### config.mk
export PLATFORM = sky130hd
export DESIGN_NAME = mp_bus_arbiter
export DESIGN_NICKNAME = d
export VERILOG_FILES = /design/src/rtl/mp_bus_arb_pkg.sv /design/src/rtl/mp_arb_pick.sv /design/src/rtl/mp_arb_ctrl.sv /design/src/rtl/mp_bus_arbiter.sv
export SDC_FILE = /design/constraint.sdc
export NUM_CORES = 1
export LEC_CHECK = 0
export ABC_AREA = 1
export BUFFER_PORTS_ARGS = -buffer_cell sky130_fd_sc_hd__buf_2
export CAP_MARGIN = 0
export CORE_MARGIN = 2
export CORE_UTILIZATION = 55
export DETAILED_ROUTE_END_ITERATION = 16
export GPL_TIMING_DRIVEN = 0
export PLACE_DENSITY_LB_ADDON = 0.12
export SLEW_MARGIN = 15
export SYNTH_ARGS = -nofsm -noshare
export SYNTH_HDL_FRONTEND = slang
export SYNTH_SLANG_ARGS = --single-unit
### constraint.sdc
create_clock -name clk -period 5 [get_ports clk]
set_clock_uncertainty 0.15 [all_clocks]
set_input_delay 1 -clock clk [delete_from_list [all_inputs] [get_ports clk]]
set_output_delay 1 -clock clk [all_outputs]
set_load 0.03 [all_outputs]
### src/rtl/mp_bus_arb_pkg.sv
package mp_bus_arb_pkg;
  typedef enum logic [1:0] {
    ST_IDLE = 2'd0,
    ST_OWN  = 2'd1,
    ST_HAND = 2'd2
  } arb_state_t;
endpackage

### src/rtl/mp_arb_pick.sv
module mp_arb_pick #(
  parameter int N_AGENTS = 6,
  parameter int ID_W     = $clog2(N_AGENTS + 1)
) (
  input  logic [N_AGENTS-1:0] req,
  input  logic                rotate_en,
  input  logic [ID_W-1:0]     last_id,
  output logic                any_req,
  output logic [ID_W-1:0]     win_id
);
  int base;

  always_comb begin
    if (rotate_en) begin
      base = int'(last_id) + 1;
      if (base >= N_AGENTS) base = 0;
    end else begin
      base = 0;
    end
  end

  always_comb begin
    any_req = 1'b0;
    win_id  = '0;
    for (int i = 0; i < N_AGENTS; i++) begin
      int idx;
      idx = base + i;
      if (idx >= N_AGENTS) idx = idx - N_AGENTS;
      if (!any_req && req[idx]) begin
        any_req = 1'b1;
        win_id  = ID_W'(idx);
      end
    end
  end
endmodule

### src/rtl/mp_arb_ctrl.sv
module mp_arb_ctrl
  import mp_bus_arb_pkg::*;
#(
  parameter int N_AGENTS = 6,
  parameter int ID_W     = $clog2(N_AGENTS + 1)
) (
  input  logic                clk,
  input  logic                rst,
  input  logic [N_AGENTS-1:0] req,
  input  logic                host_req,
  input  logic                lock,
  input  logic                pick_any,
  input  logic [ID_W-1:0]     pick_id,
  output arb_state_t          state_q,
  output logic [ID_W-1:0]     owner_q,
  output logic [ID_W-1:0]     last_proc_q,
  output logic                nxt_own,
  output logic [ID_W-1:0]     nxt_owner
);
  localparam logic [ID_W-1:0] HOST_ID = ID_W'(N_AGENTS);

  arb_state_t      nxt_state;
  logic [ID_W-1:0] pend_q, nxt_pend, nxt_last;
  logic [N_AGENTS:0] req_all;
  logic            owner_is_host, owner_req, cand_valid;
  logic [ID_W-1:0] cand_id;

  assign req_all       = {host_req, req};
  assign owner_is_host = (owner_q == HOST_ID);
  assign owner_req     = req_all[owner_q];
  assign cand_valid    = host_req | pick_any;
  assign cand_id       = host_req ? HOST_ID : pick_id;

  always_comb begin
    nxt_state = state_q;
    nxt_owner = owner_q;
    nxt_pend  = pend_q;
    unique case (state_q)
      ST_IDLE: begin
        if (cand_valid) begin
          nxt_state = ST_OWN;
          nxt_owner = cand_id;
        end
      end
      ST_OWN: begin
        if (lock) begin
          nxt_state = ST_OWN;
        end else if (!owner_is_host && host_req) begin
          nxt_state = ST_HAND;
          nxt_pend  = HOST_ID;
        end else if (owner_req) begin
          nxt_state = ST_OWN;
        end else if (cand_valid) begin
          nxt_state = ST_HAND;
          nxt_pend  = cand_id;
        end
      end
      ST_HAND: begin
        nxt_state = ST_OWN;
        nxt_owner = pend_q;
      end
      default: nxt_state = ST_IDLE;
    endcase
  end

  assign nxt_own  = (nxt_state == ST_OWN);
  assign nxt_last = (nxt_own && nxt_owner != HOST_ID) ? nxt_owner : last_proc_q;

  always_ff @(posedge clk) begin
    if (rst) begin
      state_q     <= ST_IDLE;
      owner_q     <= '0;
      pend_q      <= '0;
      last_proc_q <= ID_W'(N_AGENTS - 1);
    end else begin
      state_q     <= nxt_state;
      owner_q     <= nxt_owner;
      pend_q      <= nxt_pend;
      last_proc_q <= nxt_last;
    end
  end
endmodule

### src/rtl/mp_bus_arbiter.sv
module mp_bus_arbiter
  import mp_bus_arb_pkg::*;
#(
  parameter int N_AGENTS = 6,
  localparam int ID_W    = $clog2(N_AGENTS + 1)
) (
  input  logic                clk,
  input  logic                rst,
  input  logic [N_AGENTS-1:0] proc_req,
  input  logic                host_req,
  input  logic                rotate_en,
  input  logic                bus_lock,
  output logic [N_AGENTS-1:0] proc_grant,
  output logic                host_grant,
  output logic [ID_W-1:0]     master_id,
  output logic                master_valid
);
  localparam logic [ID_W-1:0] HOST_ID = ID_W'(N_AGENTS);

  arb_state_t      state_q;
  logic [ID_W-1:0] owner_q, last_proc_q, pick_id, nxt_owner;
  logic            pick_any, nxt_own;

  mp_arb_pick #(.N_AGENTS(N_AGENTS), .ID_W(ID_W)) u_pick (
    .req       (proc_req),
    .rotate_en (rotate_en),
    .last_id   (last_proc_q),
    .any_req   (pick_any),
    .win_id    (pick_id)
  );

  mp_arb_ctrl #(.N_AGENTS(N_AGENTS), .ID_W(ID_W)) u_ctrl (
    .clk         (clk),
    .rst         (rst),
    .req         (proc_req),
    .host_req    (host_req),
    .lock        (bus_lock),
    .pick_any    (pick_any),
    .pick_id     (pick_id),
    .state_q     (state_q),
    .owner_q     (owner_q),
    .last_proc_q (last_proc_q),
    .nxt_own     (nxt_own),
    .nxt_owner   (nxt_owner)
  );

  for (genvar g = 0; g < N_AGENTS; g++) begin : g_grant
    always_ff @(posedge clk) begin
      if (rst) proc_grant[g] <= 1'b0;
      else     proc_grant[g] <= nxt_own && (nxt_owner == ID_W'(g));
    end
  end

  always_ff @(posedge clk) begin
    if (rst) host_grant <= 1'b0;
    else     host_grant <= nxt_own && (nxt_owner == HOST_ID);
  end

  assign master_id    = owner_q;
  assign master_valid = (state_q == ST_OWN);
endmodule

======== Word level (Yosys, flattened, before mapping) ========
Cells that the tools add are included.
Widths: inputs -> output; s select.
storage, ports and cells
  bits in registers ....................... 18
  word-level logic and storage cells ...... 127
cells by class
  add/sub/neg operators ................... 12
  order comparisons ....................... 14
  eq/ne operators ......................... 12
  multiplexer cells ....................... 52
  bitwise operators ....................... 2
  reduce and logical (&&, ||, !) cells .... 24
operator list
  kind                   count
  $mux 32                8
  $ge 32x4->1 const B    7
  $lt 32x5->1 const B    6
  $sub 32x4->32 const B  6
  $add 32x3->32 const B  2
  $add 32x4->32 const B  2
  $mux 3                 11
  $add 32x2->32 const B  1
  $bmux 1 s3             7
  $mux 1                 19
  $logic_and 1x1->1      14
  $eq 3x3->1 const B     4
  $mux 2                 5
  $eq 3x2->1 const B     2
  $logic_not 1->1        6
  $pmux 2 s3             1
  $pmux 3 s2             1
  $add 3x1->4 const B    1
  $eq 2x1->1 const B     2
  $lt 3x4->1 const B     1
  $reduce_and 4->1       1
  $eq 3x1->1 const B     1
  $logic_not 3->1        1
  $ne 3x3->1 const B     1
  other kinds (6)        6

======== Logic depth before layout (Yosys ltp) ========
Gate-level depths: netlist of run 1.
  depth after elaboration ................. 33
  gate-level depth with buffers ........... 32
  mapped depth without buffers ............ 32

======== By module ========
Synthesis of run 1 repeated with hierarchy kept, for this count alone.
second synthesis, totals
  cell total of the unflattened synthesis .. 363
  area, all modules ....................... 2270.9 µm²
modules (own cells, without submodules)
  module          times used  cells an instance  area an instance (µm²)  seq. area each (µm²)
  mp_arb_pick     1           235                1407.6                  0.0
  mp_arb_ctrl     1           102                644.4                   220.2
  mp_bus_arbiter  1           26                 219.0                   140.1

======== Least setup slack after synthesis of run 1 ========
Ideal clock, no wire load.
  path kind ............................... input-to-reg
  start point ............................. in rotate_en
  end point ............................... reg u_ctrl.last_proc_q[0]
  data arrival time ....................... 3578 ps
  data required time ...................... 4735 ps
  setup slack ............................. 1157 ps
  stages .................................. 22
  path buffers ............................ 0
  path through ............................ inv_1 nor3_4 ha_1 nand4_1 nand2_1 inv_2 ha_1 inv_1 a21oi_4 inv_2 nand2_2 nand3_4 nor2_4 nand2_2 nor2_4 nand3_4 nor2_1 nor2_1 a21oi_4 inv_1 a21oi_1 nand2_1
between the ends
  word-level cells in the longest chain between the ends .. 30
  elaborated cells on any way between the ends .. 77
  those cells by class .................... add/sub: 11; order compare: 6; eq/ne: 2; mux: 46; bitwise: 1; reduce/logical: 11
RTL lines
  element                                                 line                  source
  from (decl)                                             mp_bus_arbiter.sv:11  input logic rotate_en,
  $mux 32 *                                               mp_arb_pick.sv:14     if (rotate_en) begin
  branches (longest 29 deep; another with $add 32x2->32)  n/a
  to (signal assigned)                                    mp_arb_ctrl.sv:74     last_proc_q <= ID_W'(N_AGENTS - 1);
  to (signal assigned)                                    mp_arb_ctrl.sv:79     last_proc_q <= nxt_last;
  to (decl)                                               mp_arb_ctrl.sv:16     output logic [ID_W-1:0] last_proc_q,
Every way passes the cells marked *. The select of a mux whose other input is x is not followed.
A chain may end at the register's enable or synchronous reset.

======== Worst setup path after layout of run 1 ========
  start point ............................. reg u_ctrl.last_proc_q[1]
  end point ............................... reg u_ctrl.last_proc_q[1]
between the ends
  word-level cells in the longest chain between the ends .. 33
  elaborated cells on any way between the ends .. 80
  those cells by class .................... add/sub: 12; order compare: 7; eq/ne: 2; mux: 47; bitwise: 1; reduce/logical: 11
RTL lines
  element                                                 line               source
  $add 3x1->4 *                                           mp_arb_pick.sv:15  base = int'(last_id) + 1;
  $ge 32x4->1                                             mp_arb_pick.sv:16  if (base >= N_AGENTS) base = 0;
  $mux 32 *                                               mp_arb_pick.sv:16
  $mux 32 *                                               mp_arb_pick.sv:14
  branches (longest 29 deep; another with $add 32x2->32)  n/a
Marked as above.

==> impl_metrics.csv, run 1 <==
group,metric,value,unit
synthesis,synth_edf_count,0,
floorplanning,core,0.003689,mm²
timing,setup_tns,0,ns
timing,finalSetupViolations,0,
timing,report.final.hold_viol_count,0,
final_layout,final_cell_mix,"nand2_1, inv_1, nor2_1, nand3_1, buf_2",
global_routing,grt_pass1_wl,7955,µm
timing,fin_crit_sh,0.8628,
global_routing,grt_overflow_total,0,
synthesis,syn_area,0.002126,mm²
clocking,htreeDepth,1,
global_routing,grt_max_degree,13,
clocking,ctsResizeCount,0,
synthesis,seq_area_frac_synth,0.1695,
synthesis,syn_avg_cell_area,6.180,µm²
floorplanning,row_count,22,
floorplanning,die_x,66.17,µm
synthesis,ys.flop_type,"dfxtp_1",
synthesis,ys_types,37,
clocking,cts_buffers,3,
final_layout,drive_gt1_frac,0.1941,
timing,tightest_slew,0.5315,ns
place,post-place-ws,0.5258,ns
place,gp_congestion,0.9105,
critical_path,cp-start-kind,"flip-flop",
routing,via_per_inst,5.165,
final_layout,areaGrowthSynthToFinish,10.65,%
routing,route.detailed.drc,0,
pwr,p_leak,1.293,nW
critical_path,crit_required,4.99,ns
critical_path,crit_path_top_delay_cell,"ha_1",
floorplanning,start_util,0.5763,
timing,worst_slack,0.6862,ns
final_layout,layout_commonest_cell,"nand2_1",
timing,slew_viol_final,0,
clocking,cts_root_buffer,"clkbuf_8",
global_routing,grt_pass1_vias,1864,
global_routing,grt_usage,0.2278,
routing,drtPass1Iterations,4,
timing,slew_headroom,0.6419,
global_routing,antenna_found_initial,0,
timing,final_period_minus_worst_setup_slack,4.314,ns
timing,fmax,0.2318,GHz
synthesis,ys_warn_count,0,
routing,antenna_left,0,
clocking,cts_num_sinks,18,
final_layout,n_antenna_cell,0,
timing,hold_ws,0.3716,ns
floorplanning,pin_count,22,
routing,wire_per_inst,10.96,µm
critical_path,crit_fanout,9,
critical_path,critical_path_arrival,4.30,ns
synthesis,synthArstFlopShare,0,
clocking,hold_buffers,0,
clocking,cts_tree,"done",
final_layout,stdcell_area,0.002352,mm²
routing,vias,2164,
place,place_area,0.002297,mm²
critical_path,critical-path-max-stage-delay,0.37,ns
synthesis,ys_ff_latch,18,
place,dp_hpwl,3814,µm
hold_path,hp-class,"reg2reg",
synthesis,synthesis.instances,344,
job,max-cap-violations,0,
clocking,clkLatencyLatePin,0.25,ns
status,status,"finished, final reports clean",
clocking,cts_buffer_depth,2,
final_layout,instances_no_fill,419,
pwr,powerDensity,628.3,mW/mm²
critical_path,reg2reg_slack,0.69,ns
routing,wl,4592,µm
clocking,post_cts.repair.setup_buffers,0,
place,io_buffers,20,
routing,drt_iter0_drc,192,
pwr,ir_drop,0.3815,mV
timing,rsz0062_at_grt,"no",
critical_path,end_kind,"flip-flop",
floorplanning,die_h,66.17,µm
floorplanning,dieArea,0.004378,mm²
place,placed_cells,415,
critical_path,critPathKind,"reg2reg",
final_layout,nNetsFinal,400,
clocking,clk_pin_slew_worst_paths,0.07,ns
worst paths after layout:
path | startpoint | cells after the start | end
worst max register to register | u_ctrl.last_proc_q[1]$_SDFFE_PP0P_ | 26 | u_ctrl.last_proc_q[1]$_SDFFE_PP0P_
worst min-delay path | u_ctrl.last_proc_q[1]$_SDFFE_PP0P_ | 2 | u_ctrl.last_proc_q[1]$_SDFFE_PP0P_
worst min register to register | u_ctrl.last_proc_q[1]$_SDFFE_PP0P_ | 2 | u_ctrl.last_proc_q[1]$_SDFFE_PP0P_
worst max-delay path | u_ctrl.last_proc_q[1]$_SDFFE_PP0P_ | 26 | u_ctrl.last_proc_q[1]$_SDFFE_PP0P_
report_power, final:
| part | leakage, nW | internal (W) | switching (W) | total (W) |
|---|---|---|---|---|
| sequential | 0.148 | 0.000187 | 0.0000316 | 0.000219 |
| clock | 0.0288 | 0.0000699 | 0.0000482 | 0.000118 |
| combinational | 1.12 | 0.000355 | 0.000786 | 0.00114 |
| total | 1.29 | 0.000612 | 0.000866 | 0.00148 |
area by class of cell:
type	instances	area (µm²)
tap	48	60.06
multi-input combinational	263	1518
clock buffer	4	55.05
timing repair buffer	20	100.1
fill	378	1336
inverter	62	232.7
sequential	18	360.3
buffer	4	26.28
through the flow:
stage / power, W / utilization
6_report: 0.001478 / 0.6377
4_1_cts: 0.001478 / 0.6377
2_1_floorplan: 0.001145 / -
5_1_grt: 0.001653 / 0.6377
3_3_place_gp: 0.001332 / 0.6228
3_5_place_dp: 0.001353 / 0.6228
metal layers:
layer,global-route usage,share of wire,wire length [µm],up-vias
li1,-,-,-,1146
met1,0.3281,0.49,2248,972
met2,0.3725,0.46,2132,44
met3,0.03578,0.045,205,2
met4,0.01531,0.0011,5,0
met5,0,0,0,-
synth_stat cells (4+ instances only):
| cell | count | share of area |
|---|---|---|
| inv_2 | 8 | 0.014 |
| nor2_1 | 30 | 0.053 |
| nor3_1 | 4 | 0.0094 |
| nand2_1 | 85 | 0.15 |
| nand4_1 | 11 | 0.032 |
| dfxtp_1 | 18 | 0.17 |
| nand3_1 | 30 | 0.071 |
| nand3_2 | 5 | 0.024 |
| o21ai_1 | 4 | 0.0094 |
| ha_1 | 17 | 0.10 |
| inv_1 | 52 | 0.092 |
| a21oi_1 | 11 | 0.026 |
| nand2_2 | 15 | 0.044 |
| nor2_4 | 5 | 0.026 |
| o21ai_0 | 16 | 0.038 |
sequential cells by signal, summed over array words and instances (netlist names):
register	cells
host_grant	1
proc_grant	6
u_ctrl.last_proc_q	3
u_ctrl.owner_q	3
u_ctrl.pend_q	3
u_ctrl.state_q	2
worst max-delay path: cells and delay by family (launching register included):
kind | cells | cell delay [ns]
AO/OA/AOI/OAI | 3 | 0.48
buffers and inverters | 4 | 0.23
AND/OR/NAND/NOR | 16 | 2.03
adder cells (fa/ha/maj) | 3 | 0.93
flip-flops | 1 | 0.36
logic make-up (layout without fill, tap and decap cells):
family,after synthesis,after routing,synth area share
buffers and inverters,66,90,0.1218
and+or+nand+nor,195,195,0.4697
AOI/OAI and AO/OA,44,44,0.1271
xor gates and xnor gates,2,2,0.008242
adders and majority gates,17,17,0.1001
other,2,5,0.003533
DFF,18,18,0.1695
(Power assumes the default switching activity.)
==> inputs of run 2 (changes only) <==
--- a/config.mk
+++ b/config.mk
@@ -5,7 +5,6 @@
 export SDC_FILE = /design/constraint.sdc
 export NUM_CORES = 1
 export LEC_CHECK = 0
-export ABC_AREA = 1
 export BUFFER_PORTS_ARGS = -buffer_cell sky130_fd_sc_hd__buf_2
 export CAP_MARGIN = 0
 export CORE_MARGIN = 2
==> constraint.sdc (replaced) <==
create_clock -name clk -period 4.4 [get_ports clk]
set_clock_uncertainty 0.15 [all_clocks]
set_input_delay 0.88 -clock clk [delete_from_list [all_inputs] [get_ports clk]]
set_output_delay 0.88 -clock clk [all_outputs]
set_load 0.03 [all_outputs]
==> run 2 against run 1 <==
Net effect: the run now ends with negative setup slack left; die area increased by 12%; synthesized cell count is 11% lower; area after synthesis up 13%; sequential power up 22%; worst hold slack got worse by 0.021 ns; clock power increased by 13%; sequential cell count is the same; via count increased by 32%; wire length increased by 69%; critical endpoint is now proc_grant[5]$_SDFF_PP0_; count of clock-buffer cells in the layout unchanged.
==> impl_metrics.csv, run 2 <==
group,metric,value,unit
synthesis,synthTopCellsByArea,"dfxtp_1, ha_1, nor2_1",
pwr,ir_drop,0.5061,mV
routing,via_per_inst,6.569,
clocking,cts_root_buffer,"clkbuf_8",
synthesis,syn_avg_cell_area,7.809,µm²
timing,fin_crit_sh,1.037,
critical_path,critical_path_arrival,4.59,ns
synthesis,yosys-top-cells-count,"nor2_1, nand2_1, dfxtp_1",
final_layout,seq_area,367.9,µm²
critical_path,crit_buf_inv,5,
final_layout,largest_register_ffs,6,
critical_path,critPathTopFamily,"simple AND/OR/NAND/NOR gates",
timing,worst_slack,-0.1611,ns
critical_path,critical-path-max-stage-delay,0.39,ns
hold_path,hold_depth,2,
job,max-cap-violations,0,
clocking,clk_pin_slew_worst_paths,0.07,ns
timing,fmax,0.2192,GHz
global_routing,grt_overflow_total,0,
synthesis,syn_area,0.002397,mm²
synthesis,post-synth-top-count-cell,"nor2_1",
pwr,powerDensity,793.9,mW/mm²
floorplanning,die_x,70.02,µm
pwr,p_leak,1.492,nW
routing,wire_per_inst,17.82,µm
synthesis,ys_ff_latch,18,
critical_path,reg2reg_slack,-0.15,ns
timing,slew_viol_final,0,
final_layout,layout_commonest_cell,"buf_4",
final_layout,multi_input_area,0.002308,mm²
final_layout,areaGrowthSynthToFinish,44.62,%
place,post-place-ws,-0.8928,ns
final_layout,drive_gt1_frac,0.4193,
global_routing,grt_pass1_wl,12110,µm
clocking,cts_buffers,3,
synthesis,ys_warn_count,0,
status,status,"finished with violations",
critical_path,cp_cell_sequence,"buf_8, nand2b_4, a21o_1, buf_8, inv_8, ha_4, clkbuf_16, nor2_4, nor4_4, ha_1, nand2_1, nand2_1, and3_4, o221ai_4, o311a_1, o211ai_1, or2_4, buf_4, o31ai_4, o221ai_4, or3_4, nor3_2",
hold_path,worstHoldEndpoint,"u_ctrl.pend_q[0]$_SDFFE_PP0P_",
global_routing,antenna_found_initial,0,
critical_path,end_kind,"flip-flop",
global_routing,grt_pass1_vias,2637,
routing,route.detailed.drc,0,
pwr,p_comb_frac,0.854,
timing,tightest_slew,0.6452,ns
clocking,htreeDepth,1,
critical_path,crit_required,4.43,ns
place,dp_hpwl,4990,µm
critical_path,cp-start-kind,"input pin",
clocking,cts_num_sinks,18,
pwr,p_switching,0.001384,W
place,io_buffers,19,
synthesis,synth_edf_count,0,
floorplanning,start_util,0.5622,
routing,drtPass1Iterations,5,
synthesis,ys_types,80,
clocking,hold_buffers,0,
pwr,internal_power,0.001368,W
floorplanning,dieArea,0.004903,mm²
clocking,clkLatencyLatePin,0.25,ns
synthesis,seq_area_frac_synth,0.1503,
global_routing,grt_usage,0.2993,
critical_path,crit_fanout,10,
final_layout,regMostFlops,"proc_grant",
critical_path,crit_path_top_delay_cell,"or3_4",
critical_path,r2r-start,"u_ctrl.last_proc_q[1]$_SDFFE_PP0P_",
pwr,pwr-share-clk,0.048,
floorplanning,die_h,70.02,µm
timing,slew_headroom,0.5576,
place,placed_cells,381,
synthesis,synth_top_cell_by_area,"dfxtp_1",
clocking,cts_buffer_depth,2,
timing,final_period_minus_worst_setup_slack,4.561,ns
timing,finalSetupViolations,12,
routing,drt_iter0_drc,198,
critical_path,r2r-end,"proc_grant[5]$_SDFF_PP0_",
routing,antenna_left,0,
clocking,cts_tree,"done",
floorplanning,row_count,24,
synthesis,synthArstFlopShare,0,
final_layout,nNetsFinal,413,
routing,wl,7769,µm
synthesis,post-synth-top-area-fraction,0.1503,
global_routing,grt_max_degree,11,
timing,rsz0062_at_grt,"yes",
final_layout,final_cell_mix,"buf_4, nor2_1, buf_2",
final_layout,fillCellCount,282,
place,gp_congestion,0.9107,
pwr,p_seq_frac,0.097,
hold_path,hold_start,"u_ctrl.pend_q[0]$_SDFFE_PP0P_",
hold_path,hp-class,"reg2reg",
timing,report.final.hold_viol_count,0,
critical_path,critPathKind,"in2reg",
synthesis,synthesis.instances,307,
final_layout,instances_no_fill,436,
routing,vias,2864,
status,violations,"negative setup slack",
pwr,power_switching_share,0.5028,
final_layout,n_antenna_cell,0,
synthesis,ys.flop_type,"dfxtp_1",
floorplanning,pin_count,22,
floorplanning,core,0.004264,mm²
critical_path,r2r_cells,23,
-- run 2: worst max path at each step --
stage	slack, ns	to	from	cells after the start
after detailed placement	-0.89	proc_grant[5]$_SDFF_PP0_	u_ctrl.last_proc_q[1]$_SDFFE_PP0P_	22
after global placement	-0.82	u_ctrl.last_proc_q[2]$_SDFFE_PP1P_	u_ctrl.last_proc_q[1]$_SDFFE_PP0P_	22
after global routing	-0.34	host_grant$_SDFF_PP0_	u_ctrl.last_proc_q[1]$_SDFFE_PP0P_	24
after CTS	-0.12	proc_grant[5]$_SDFF_PP0_	u_ctrl.last_proc_q[1]$_SDFFE_PP0P_	21
final	-0.16	proc_grant[5]$_SDFF_PP0_	rotate_en	22
after floorplan	-0.21	proc_grant[5]$_SDFF_PP0_	rotate_en	16
-- run 2: power by group through the flow --
stage,Sequential (W),Clock (W),Combinational (W)
3_5_place_dp,0.000258,0,0.00159
5_1_grt,0.000273,0.000143,0.00251
2_1_floorplan,0.000303,0,0.00123
3_3_place_gp,0.000257,0,0.00157
4_1_cts,0.000264,0.000137,0.00205
6_report,0.000267,0.000133,0.00235
-- run 2: routing by layer --
| metal | GRT usage | wire (µm) | vias to the layer above |
|---|---|---|---|
| li1 | - | - | 1338 |
| met1 | 0.3966 | 3348 | 1373 |
| met2 | 0.4984 | 3687 | 123 |
| met3 | 0.03752 | 458 | 30 |
| met4 | 0.1090 | 274 | 0 |
| met5 | 0 | 0 | - |
-- run 2: through the flow --
stage	hold slack [ns]	util	area (µm²)	setup TNS, ns	power (W)
CTS	0.3482	0.7623	3251	-0.7709	0.002450
global route	0.3820	0.8131	3467	-3.906	0.002923
finish	0.3506	0.8131	3467	-1.318	0.002752
global placement	0.3267	0.6326	2698	-11.65	0.001825
detailed placement	0.3319	0.6326	2698	-12.61	0.001848
floorplan	0.3051	-	2537	-1.708	0.001536
-- run 2: tightest hold or removal path, stage by stage (launching register included) --
cell and delay [ns]:
dfxtp_1 0.32, mux2i_1 0.07, nor2_1 0.07
-- run 2: cell type report --
cell class | instances | share of cell area
Buffer | 9 | 0.02707
Clock buffer | 4 | 0.01588
Inverter | 15 | 0.01985
Multi-Input combinational cell | 266 | 0.6658
Sequential cell | 18 | 0.1061
Tap cell | 52 | 0.01877
Timing Repair Buffer | 72 | 0.1465
-- run 2: logic make-up after synthesis --
logic type,count (synthesis),synth area share
xor+xnor,1,0.006787
mux,13,0.06733
fa+ha+maj,17,0.08872
simple gates,125,0.3012
buf+inv,26,0.04906
other cells,2,0.003133
flops,18,0.1503
compound gates,105,0.3335
-- run 2: what timing repair did --
action,in CTS,in global routing
resized for setup,41,23
pin swaps,29,25
setup buffers,40,13
setup endpoints to repair,18,18
